File: config.mk
export PLATFORM = sky130hd
export DESIGN_NAME = cmp_wave_timer
export DESIGN_NICKNAME = d
export VERILOG_FILES = /design/src/rtl/cwt_pkg.sv /design/src/rtl/cwt_prescaler.sv /design/src/rtl/cwt_counter.sv /design/src/rtl/cwt_waveform.sv /design/src/rtl/cmp_wave_timer.sv
export SDC_FILE = /design/constraint.sdc
export NUM_CORES = 1
export LEC_CHECK = 0
export BUFFER_PORTS_ARGS = -buffer_cell sky130_fd_sc_hd__buf_2
export CORE_AREA = 3 3 71 73
export CTS_BUF_LIST = sky130_fd_sc_hd__clkbuf_16
export DETAILED_ROUTE_END_ITERATION = 8
export DIE_AREA = 0 0 74 76
export HOLD_SLACK_MARGIN = 0.03
export PLACE_DENSITY = 0.8
export SETUP_SLACK_MARGIN = 0.15
export SLEW_MARGIN = 25
export SYNTH_ARGS = -nofsm -noshare
export SYNTH_HDL_FRONTEND = slang
export SYNTH_SLANG_ARGS = --single-unit
File: constraint.sdc
create_clock -name clk -period 2.7 [get_ports clk]
set_input_delay 0.405 -clock clk [delete_from_list [all_inputs] [get_ports clk]]
set_output_delay 0.405 -clock clk [all_outputs]
set_load 0.01 [all_outputs]
File: src/rtl/cwt_pkg.sv
// Shared types for the compare-output waveform timer.
// Assumes an 8-bit count; the mode encoding is visible to software.
package cwt_pkg;
    typedef enum logic [1:0] {
        MODE_FREE  = 2'b00,
        MODE_PHASE = 2'b01,
        MODE_CTC   = 2'b10,
        MODE_FAST  = 2'b11
    } mode_e;

    localparam logic [1:0] SEL_CTRL = 2'b00;
    localparam logic [1:0] SEL_CMP  = 2'b01;
    localparam logic [1:0] SEL_CLR  = 2'b10;
endpackage

File: src/rtl/cwt_prescaler.sv
// Free-running prescaler and tick selector.
// Produces a one-clock tick at the rate picked by rate_sel.
// Assumes PRE_W is at least 10 so that the slowest rate fits.
module cwt_prescaler #(
    parameter int PRE_W = 10
) (
    input  logic       clk,
    input  logic       rst_n,
    input  logic [2:0] rate_sel,
    output logic       tick
);
    logic [PRE_W-1:0] pre_q;
    logic [PRE_W-1:0] low_mask;

    // Free-running divider count.
    always_ff @(posedge clk) begin
        if (!rst_n) pre_q <= '0;
        else        pre_q <= pre_q + 1'b1;
    end

    // Pick how many low bits must be all ones for a tick.
    always_comb begin
        case (rate_sel)
            3'd2:    low_mask = PRE_W'((1 << 3) - 1);
            3'd3:    low_mask = PRE_W'((1 << 5) - 1);
            3'd4:    low_mask = PRE_W'((1 << 6) - 1);
            3'd5:    low_mask = PRE_W'((1 << 7) - 1);
            3'd6:    low_mask = PRE_W'((1 << 8) - 1);
            3'd7:    low_mask = PRE_W'((1 << 10) - 1);
            default: low_mask = '0;
        endcase
        tick = (rate_sel != 3'd0) && ((pre_q & low_mask) == low_mask);
    end


    div8_spacing_chk: assert property (@(posedge clk) disable iff (!rst_n)
        (tick && rate_sel == 3'd2 && $past(rate_sel) == 3'd2) |-> !$past(tick));
endmodule

File: src/rtl/cwt_counter.sv
// Counting engine: free-running, clear-on-compare, fast and dual-slope.
// Emits match, wrap, top and overflow events qualified by the tick.
// Assumes the compare value given is the active (not buffered) one.
module cwt_counter #(
    parameter int CNT_W = 8
) (
    input  logic              clk,
    input  logic              rst_n,
    input  logic              tick,
    input  cwt_pkg::mode_e    mode,
    input  logic [CNT_W-1:0]  cmp_act,
    output logic [CNT_W-1:0]  cnt,
    output logic              step_up,
    output logic              match_evt,
    output logic              wrap_evt,
    output logic              top_evt,
    output logic              ovf_evt
);
    import cwt_pkg::*;
    localparam logic [CNT_W-1:0] MAXV = '1;

    logic             rising_q;
    logic [CNT_W-1:0] cnt_nxt;
    logic             is_max;
    logic             is_zero;

    // Event and next-count decode.
    always_comb begin
        is_max    = (cnt == MAXV);
        is_zero   = (cnt == '0);
        match_evt = tick && (cnt == cmp_act);
        step_up   = (mode == MODE_PHASE) ? ((rising_q && !is_max) || (!rising_q && is_zero)) : 1'b1;
        wrap_evt  = tick && is_max && (mode != MODE_PHASE);
        top_evt   = tick && is_max && ((mode == MODE_PHASE) || (mode == MODE_FAST));
        ovf_evt   = (mode == MODE_PHASE) ? (tick && is_zero && !rising_q) : wrap_evt;
        case (mode)
            MODE_CTC:   cnt_nxt = (cnt == cmp_act) ? '0 : cnt + 1'b1;
            MODE_PHASE: cnt_nxt = step_up ? cnt + 1'b1 : cnt - 1'b1;
            default:    cnt_nxt = cnt + 1'b1;
        endcase
    end

    // Count register, advanced only on a tick.
    always_ff @(posedge clk) begin
        if (!rst_n)    cnt <= '0;
        else if (tick) cnt <= cnt_nxt;
    end

    // Direction register; forced rising outside dual-slope mode.
    always_ff @(posedge clk) begin
        if (!rst_n)                  rising_q <= 1'b1;
        else if (mode != MODE_PHASE) rising_q <= 1'b1;
        else if (tick)               rising_q <= step_up;
    end


    wrap_zero_chk: assert property (@(posedge clk) disable iff (!rst_n)
        (tick && is_max && (mode == MODE_FREE || mode == MODE_FAST)) |=> (cnt == '0));

    ctc_clear_chk: assert property (@(posedge clk) disable iff (!rst_n)
        (tick && mode == MODE_CTC && cnt == cmp_act) |=> (cnt == '0));

    phase_turn_chk: assert property (@(posedge clk) disable iff (!rst_n)
        (tick && mode == MODE_PHASE && is_max) |=> (cnt == MAXV - 1'b1 && !rising_q));

    hold_chk: assert property (@(posedge clk) disable iff (!rst_n)
        !tick |=> $stable(cnt));
endmodule

File: src/rtl/cwt_waveform.sv
// Waveform generator: reads the action code against the mode and
// updates the output register on match, wrap and top events.
// Assumes all events arrive already qualified by the tick.
module cwt_waveform #(
    parameter int CNT_W = 8
) (
    input  logic              clk,
    input  logic              rst_n,
    input  cwt_pkg::mode_e    mode,
    input  logic [1:0]        act_code,
    input  logic [CNT_W-1:0]  cmp_act,
    input  logic              step_up,
    input  logic              match_evt,
    input  logic              wrap_evt,
    input  logic              top_evt,
    output logic              wave,
    output logic              drive
);
    import cwt_pkg::*;
    localparam logic [CNT_W-1:0] MAXV = '1;

    logic pwm;
    logic at_top_case;
    logic wave_nxt;

    // Decode the action for this cycle.
    always_comb begin
        pwm         = (mode == MODE_FAST) || (mode == MODE_PHASE);
        drive       = (act_code != 2'b00) && !(pwm && act_code == 2'b01);
        at_top_case = act_code[1] && (cmp_act == MAXV);
        wave_nxt    = wave;
        case (mode)
            MODE_FREE, MODE_CTC: begin
                if (match_evt) begin
                    case (act_code)
                        2'b01:   wave_nxt = ~wave;
                        2'b10:   wave_nxt = 1'b0;
                        2'b11:   wave_nxt = 1'b1;
                        default: wave_nxt = wave;
                    endcase
                end
            end
            MODE_FAST: begin
                if (act_code[1]) begin
                    if (wrap_evt)       wave_nxt = ~act_code[0];
                    else if (match_evt) wave_nxt = act_code[0];
                end
            end
            default: begin
                if (act_code[1]) begin
                    if (at_top_case) begin
                        if (top_evt) wave_nxt = ~act_code[0];
                    end else if (match_evt) begin
                        wave_nxt = step_up ? act_code[0] : ~act_code[0];
                    end
                end
            end
        endcase
    end

    // Waveform register.
    always_ff @(posedge clk) begin
        if (!rst_n) wave <= 1'b0;
        else        wave <= wave_nxt;
    end


    idle_hold_chk: assert property (@(posedge clk) disable iff (!rst_n)
        !drive |=> $stable(wave));

    fast_bottom_chk: assert property (@(posedge clk) disable iff (!rst_n)
        (mode == MODE_FAST && act_code == 2'b10 && wrap_evt) |=> wave);

    phase_top_ignore_chk: assert property (@(posedge clk) disable iff (!rst_n)
        (mode == MODE_PHASE && act_code[1] && cmp_act == MAXV && !top_evt) |=> $stable(wave));
endmodule

File: src/rtl/cmp_wave_timer.sv
// Top level: write-port decode, compare buffering, sticky flags, and
// the prescaler, counter and waveform sub-blocks.
// Assumes one write per clock at most; the select picks the target.
module cmp_wave_timer #(
    parameter int CNT_W = 8,
    parameter int PRE_W = 10
) (
    input  logic             clk,
    input  logic             rst_n,
    input  logic             wr_en,
    input  logic [1:0]       wr_sel,
    input  logic [CNT_W-1:0] wr_data,
    output logic [CNT_W-1:0] count_o,
    output logic             wave_o,
    output logic             drive_o,
    output logic             ovf_flag_o,
    output logic             cmp_flag_o
);
    import cwt_pkg::*;

    mode_e            mode_q;
    logic [1:0]       act_q;
    logic [2:0]       rate_q;
    logic [CNT_W-1:0] cmp_buf_q;
    logic [CNT_W-1:0] cmp_act_q;
    logic             tick;
    logic             step_up;
    logic             match_evt;
    logic             wrap_evt;
    logic             top_evt;
    logic             ovf_evt;
    logic             pwm;
    logic             wr_ctrl;
    logic             wr_cmp;
    logic             wr_clr;

    // Write-port decode.
    always_comb begin
        pwm     = (mode_q == MODE_FAST) || (mode_q == MODE_PHASE);
        wr_ctrl = wr_en && (wr_sel == SEL_CTRL);
        wr_cmp  = wr_en && (wr_sel == SEL_CMP);
        wr_clr  = wr_en && (wr_sel == SEL_CLR);
    end

    // Control fields.
    always_ff @(posedge clk) begin
        if (!rst_n) begin
            mode_q <= MODE_FREE;
            act_q  <= 2'b00;
            rate_q <= 3'd0;
        end else if (wr_ctrl) begin
            mode_q <= mode_e'(wr_data[1:0]);
            act_q  <= wr_data[3:2];
            rate_q <= wr_data[6:4];
        end
    end

    // Compare buffer and active compare value.
    always_ff @(posedge clk) begin
        if (!rst_n) begin
            cmp_buf_q <= '0;
            cmp_act_q <= '0;
        end else begin
            if (wr_cmp) cmp_buf_q <= wr_data;
            if (wr_cmp && !pwm)      cmp_act_q <= wr_data;
            else if (pwm && top_evt) cmp_act_q <= cmp_buf_q;
        end
    end

    // Sticky flags; a set beats a clear in the same cycle.
    always_ff @(posedge clk) begin
        if (!rst_n) begin
            ovf_flag_o <= 1'b0;
            cmp_flag_o <= 1'b0;
        end else begin
            if (ovf_evt)                  ovf_flag_o <= 1'b1;
            else if (wr_clr && wr_data[0]) ovf_flag_o <= 1'b0;
            if (match_evt)                cmp_flag_o <= 1'b1;
            else if (wr_clr && wr_data[1]) cmp_flag_o <= 1'b0;
        end
    end

    cwt_prescaler #(.PRE_W(PRE_W)) u_pre (
        .clk(clk), .rst_n(rst_n), .rate_sel(rate_q), .tick(tick)
    );

    cwt_counter #(.CNT_W(CNT_W)) u_cnt (
        .clk(clk), .rst_n(rst_n), .tick(tick), .mode(mode_q), .cmp_act(cmp_act_q),
        .cnt(count_o), .step_up(step_up), .match_evt(match_evt), .wrap_evt(wrap_evt),
        .top_evt(top_evt), .ovf_evt(ovf_evt)
    );

    cwt_waveform #(.CNT_W(CNT_W)) u_wave (
        .clk(clk), .rst_n(rst_n), .mode(mode_q), .act_code(act_q), .cmp_act(cmp_act_q),
        .step_up(step_up), .match_evt(match_evt), .wrap_evt(wrap_evt), .top_evt(top_evt),
        .wave(wave_o), .drive(drive_o)
    );


    cmp_flag_set_chk: assert property (@(posedge clk) disable iff (!rst_n)
        match_evt |=> cmp_flag_o);

    ovf_flag_set_chk: assert property (@(posedge clk) disable iff (!rst_n)
        ovf_evt |=> ovf_flag_o);

    cmp_buffer_hold_chk: assert property (@(posedge clk) disable iff (!rst_n)
        (pwm && !top_evt) |=> $stable(cmp_act_q));

    null_write_chk: assert property (@(posedge clk) disable iff (!rst_n)
        (wr_en && wr_sel == 2'b11) |=> ($stable(mode_q) && $stable(cmp_buf_q)));
endmodule

**Word-level counts from Yosys, hierarchy flattened**

Index checks and enable logic that the tools add are counted.

- Flip-flop bits (word level): 45
- Bits of input ports: 13
- Output and inout port bits: 12
- Word-level logic and storage cells: 103

- Add/sub/neg operators: 3
- Equal/unequal tests: 24
- Multiplexer cells: 23
- Bitwise logic cells: 4
- Reduce and logical (&&, ||, !) cells: 38

Operators by type and width:

| operator | count |
|---|---|
| one-hot mux 10 bit (6 select lines) | 1 |
| 2-to-1 mux 8 bit | 4 |
| logical AND 1 bit | 19 |
| == test 8 bit, second input constant | 2 |
| one-hot mux 8 bit (2 select lines) | 1 |
| 2-to-1 mux 1 bit | 15 |
| == test 3 bit, second input constant | 4 |
| adder 10 x 1 -> 10 bit, second input constant | 1 |
| AND 10 bit | 1 |
| == test 10 bit | 1 |
| == test 2 bit, second input constant | 5 |
| nonzero test 2 bit | 5 |
| adder 8 x 1 -> 8 bit, second input constant | 1 |
| == test 8 bit | 1 |
| logical NOT 8 bit | 1 |
| subtractor 8 x 1 -> 8 bit, second input constant | 1 |
| AND reduction 7 bit | 1 |
| == test 2 x 1 -> 1 bit, second input constant | 3 |
| == test 3 x 2 -> 1 bit, second input constant | 2 |
| nonzero test 3 bit | 2 |
| logical NOT 1 bit | 4 |
| logical NOT 2 bit | 2 |
| inequality test 2 bit, second input constant | 2 |
| inequality test 4 x 3 -> 1 bit, second input constant | 1 |
| other kinds (8) | 12 |

**Depth between registers and ports, before layout**

- Depth after elaboration: 11
- Mapped depth: 9
- Depth with buffers taken out: 8

**Cells and area by module**

From an unflattened synthesis, not the netlist that was laid out.

- Cells, all modules: 319
- Area, all modules: 2796.4 µm²

Modules (own cells, without submodules):

| module | times used | cells each | area an instance (µm²) | sequential area each (µm²) |
|---|---|---|---|---|
| cwt_counter | 1 | 137 | 1058.5 | 180.2 |
| cmp_wave_timer | 1 | 97 | 1008.5 | 500.5 |
| cwt_prescaler | 1 | 52 | 483.0 | 200.2 |
| cwt_waveform | 1 | 33 | 246.5 | 20.0 |

**Worst setup path after synthesis**

OpenSTA, ideal clock, no wires.

- Kind: register to register
- Start point: register mode_q[1]
- End point: register cmp_act_q[0]
- Setup time: 0.132 ns
- Arrival: 1.738 ns
- Data required time: 2.568 ns
- Setup slack: 0.830 ns
- Cell stages (with the launch flop): 10
- Buffers on the path: 2
- Period minus slack after synthesis: 1.870 ns
- Path through: dfxtp_1 inv_1 ha_1 buf_2 or2_1 clkbuf_1 nor2_1 a31oi_2 nand2_1 a21oi_1

- Word-level cells in the longest chain between the ends: 5
- Elaborated cells between the ends (all ways): 9
- Classes of those cells: 2 x eq/ne; 1 x mux; 6 x reduce/logical

Ends and longest elaborated chain:

| what | line | RTL |
|---|---|---|
| from (decl) | cmp_wave_timer.sv:21 | `mode_e mode_q;` |
| from (signal assigned) | cmp_wave_timer.sv:52 | `mode_q <= mode_e'(wr_data[1:0]);` |
| == test 2 x 1 -> 1 bit or == test 2 bit (tied branches) | cwt_counter.sv:34, cmp_wave_timer.sv:39 |  |
| logical OR 1 bit * | cwt_counter.sv:34, cmp_wave_timer.sv:39 |  |
| logical NOT 1 bit or logical AND 1 bit (tied branches) | cmp_wave_timer.sv:65, cwt_counter.sv:34 |  |
| logical AND 1 bit, on equally long branches | cmp_wave_timer.sv:65, cmp_wave_timer.sv:66 |  |
| 2-to-1 mux 8 bit or nonzero test 2 bit (tied branches) | - |  |
| to (signal assigned) | cmp_wave_timer.sv:65 | `if (wr_cmp && !pwm) cmp_act_q <= wr_data;` |
| to (signal assigned) | cmp_wave_timer.sv:66 | `else if (pwm && top_evt) cmp_act_q <= cmp_buf_q;` |
| to (decl) | cmp_wave_timer.sv:25 | `logic [CNT_W-1:0] cmp_act_q;` |

Mark *: on every way between the ends. The rest lies on a longest branch, timed or not.
A chain may end at the register's enable or synchronous reset.

**Worst setup path after layout**

- Start point: register mode_q[1]
- End point: output port drive_o

- Word-level cells in the longest chain between the ends: 5
- Elaborated cells between the ends (all ways): 6
- Classes of those cells: 2 x eq/ne; 4 x reduce/logical

Ends and longest elaborated chain:

| what | line | RTL |
|---|---|---|
| == test 2 x 1 -> 1 bit or == test 2 bit (tied branches) | cwt_waveform.sv:28 | `pwm = (mode == MODE_FAST) \|\| (mode == MODE_PHASE);` |
| logical OR 1 bit * | cwt_waveform.sv:28 |  |
| logical AND 1 bit * | cwt_waveform.sv:29 | `drive = (act_code != 2'b00) && !(pwm && act_code == 2'b01);` |
| logical NOT 1 bit * | cwt_waveform.sv:29 |  |
| logical AND 1 bit * | cwt_waveform.sv:29 |  |
| to (decl) | cmp_wave_timer.sv:15 | `output logic drive_o,` |

Marked as above.

==> results.md <==
- Setup crit start kind: flop
- Fin. Hold Viols: 0
- Average size of a mapped cell: 8.32 um^2
- Post-synth EDFFs: 0
- Fillers: 379
- Clock Tree Root: clkbuf_16
- CTS Hold Bufs: 0
- Reg power frac: 0.456
- Dpl hpwl: 4330 um
- CP peak stage delay: 0.36 ns
- Tot GR Track Use: 0.233
- First-pass GRT wire length: about 11000 um
- Wirelength, routed: approximately 6100 um
- Most instantiated cells after synthesis: 45 x dfxtp_1, 42 x nor2_1, 27 x a21oi_1
- Largest net degree at the start of global routing: 42
- Core area: between 4000 and 5000 um^2
- WL per Instance: 15.7 um
- GRT overflow: 0
- Switching power share of the total: 0.238
- Setup bufs post-CTS: 0
- Slowest cell on the critical path: dfxtp_1
- Max Slew Vio Count: 0
- Layout cells sized above 1: 0.155
- Fin Hold WS: 0.376 ns
- Number of cell rows: 24
- Comb power frac: 0.094
- Vias per cell: ~6
- Crit Path Class: reg2out
- Post-Synthesis Cells: roughly 320
- Clock Path Buffers: 2
- Critical path peak fanout: 10
- Synth area leader: dfxtp_1
- RSZ-0062 raised after global routing: no
- Tmin final: 2.25 ns
- Compound-Gate Fraction of Synth Area: 0.187
- Area growth, synth to finish: 10.5%
- P_leak: around 1.1 nW
- Yosys top cell area share: 0.342
- Mux share of post-synthesis cell area: 0.0460
- Die area: 5620 um^2
- Vias in the first global route: between 2000 and 2500
- Xor and xnor area share after synthesis: 0.0498
- DR iter-0 viols: 323
- Yosys cell types: 56
- Chip width: 74 um
- Slew margin rel.: 0.460
- Num CTS Buffers: 5
- Pre-CTS setup slack: 0.631 ns
- # setup viols final: 0
- Tightest Pin Transition: 0.810 ns
- Routed vias: 2379
- Top Ports: 25
- CP delay by family, top: flip-flops
- Clk_lat worst skew: ~0.28 ns
- Final Non-Filler Cells: 387
- CP Cell Sequence: inv_1 -> ha_1 -> or2_1 -> a21oi_1 -> buf_2
- Synth Area in Simple Gates: 0.274
- CTS H-Tree Depth: 2
- Die height: about 76 um
- Post-synth top flop: dfxtp_1
- Outcome: finished, final reports clean
- DRC Markers: 0
- Buffers on Ports: 24
- Crit path capture type: primary output
- Crit path buf inv count: 2
- CP arrival: 1.84 ns
- F_max: 445 MHz
- Fin util: 0.660
- Clk slew on worst S/H paths: 0.06 ns
- Net load switching power: 0.000368 W
- Post-cts resize count: 0
- Internal Pwr Total: 0.00118 W
- Max Cap Viol: 0
- Antenna violations before repair: 0
- Placed Cells: 379
- Asr flop ratio synth: 0
- Final setup TNS: 0 ns
- Antenna cells: 0
- Syn. warnings: 0
- Fin nets: 357
- Clock power frac: 0.450
- Sequential fraction of the synthesis area: 0.342
- Drt pass-1 iters: 5
- Mapped Area: 2640 um^2
- Synth top area cells: dfxtp_1 34%, nor2_1 6.0%, a21oi_1 5.1%
- Fin Clk Skew: 0.00669 ns
- Fin crit share: 0.832
- Initial Util: 0.597
- HP Class: in2reg
- Final WS setup: 0.455 ns
- Clock Sinks: 45
- Pwr dens: 530 nW/um^2
- CTS tree: built
- Post-Syn Nets: 340
- Most frequent cell after synthesis: dfxtp_1
- Critical Path RT: 2.30 ns
- Post-Synth Adder-Cell Area: 0.0475
- Routability Congestion: 0.891
- VDD IR max: 0.345 mV
- Seq cells post-synth: 45
- Largest family of logic cells by synthesized area: simple AND/OR/NAND/NOR gates
- Post-route ant nets: 0
==> logic make-up after synthesis <==
family | count (synthesis)
AND/OR/NAND/NOR | 134
AO/OA/AOI/OAI | 73
flip-flops | 45
buffers and inverters | 28
XOR/XNOR | 15
multiplexers | 12
adder cells (fa/ha/maj) | 10
==> layer usage <==
| layer | track usage | vias up | share of wire |
|---|---|---|---|
| met1 | 0.349 | 1097 | 0.46 |
| met2 | 0.336 | 96 | 0.45 |
| met5 | 0 | - | 0 |
| met3 | 0.0383 | 12 | 0.071 |
| li1 | - | 1174 | - |
| met4 | 0.0779 | 0 | 0.019 |
==> sequential cells by signal, indices dropped and copies added (netlist names) <==
register        flops
act_q               2
cmp_act_q           8
cmp_buf_q           8
cmp_flag_o          1
mode_q              2
ovf_flag_o          1
rate_q              3
u_cnt.cnt           8
u_cnt.rising_q      1
u_pre.pre_q        10
u_wave.wave         1
==> path summary, 6_finish.rpt <==
| check | startpoint | endpoint | slack, ns | cells after the start |
|---|---|---|---|---|
| max | mode_q[1] | drive_o | 0.45 | 5 |
| min reg2reg | ovf_flag_o | ovf_flag_o | 0.48 | 2 |
| max reg2reg | u_cnt.cnt[0] | u_wave.wave | 0.55 | 7 |
| min | wr_data[7] | cmp_buf_q[7] | 0.38 | 3 |
==> worst min-delay path, stage by stage <==
cell     delay, ns
buf_2         0.09
mux2i_1       0.06
nor2_1        0.07
==> placed cells by master (no fill, tap or decap), drive strengths merged, types with 9 or more instances in the layout <==
master / Yosys / layout
dfxtp: 45 / 45
nor2: 42 / 42
a21oi: 27 / 27
buf: 10 / 27
nand2: 25 / 25
nand3: 16 / 16
o21ai: 14 / 14
inv: 11 / 11
mux2i: 11 / 11
a22oi: 11 / 11
nor3: 11 / 11
xnor2: 10 / 10
ha: 10 / 10
nand4: 9 / 9
==> power by group through the flow <==
stage	Sequential, W	Combinational (W)	Clock, W
2_1_floorplan	0.000712	0.000105	0
3_3_place_gp	0.000719	0.000139	0
4_1_cts	0.000704	0.000144	0.000704
3_5_place_dp	0.000719	0.000143	0
6_report	0.000705	0.000145	0.000695
5_1_grt	0.000708	0.000163	0.000740
==> metrics by stage <==
stage / instance area, um^2 / total power [W]
after global routing: 2910 / 0.00161
final: 2910 / 0.00155
after CTS: 2910 / 0.00155
after detailed placement: 2740 / 0.000862
after global placement: 2740 / 0.000858
after floorplan: 2640 / 0.000817
==> area by class of cell <==
cell class	instances	area (um^2)	area share
Clock inverter	3	46.3	0.0159
Timing Repair Buffer	27	143	0.0489
Clock buffer	5	125	0.0429
Sequential cell	45	901	0.309
Tap cell	52	65.1	0.0223
Multi-Input combinational cell	244	1590	0.547
Inverter	11	41.3	0.0142
Note: power is estimated with default switching activity, not from simulation.
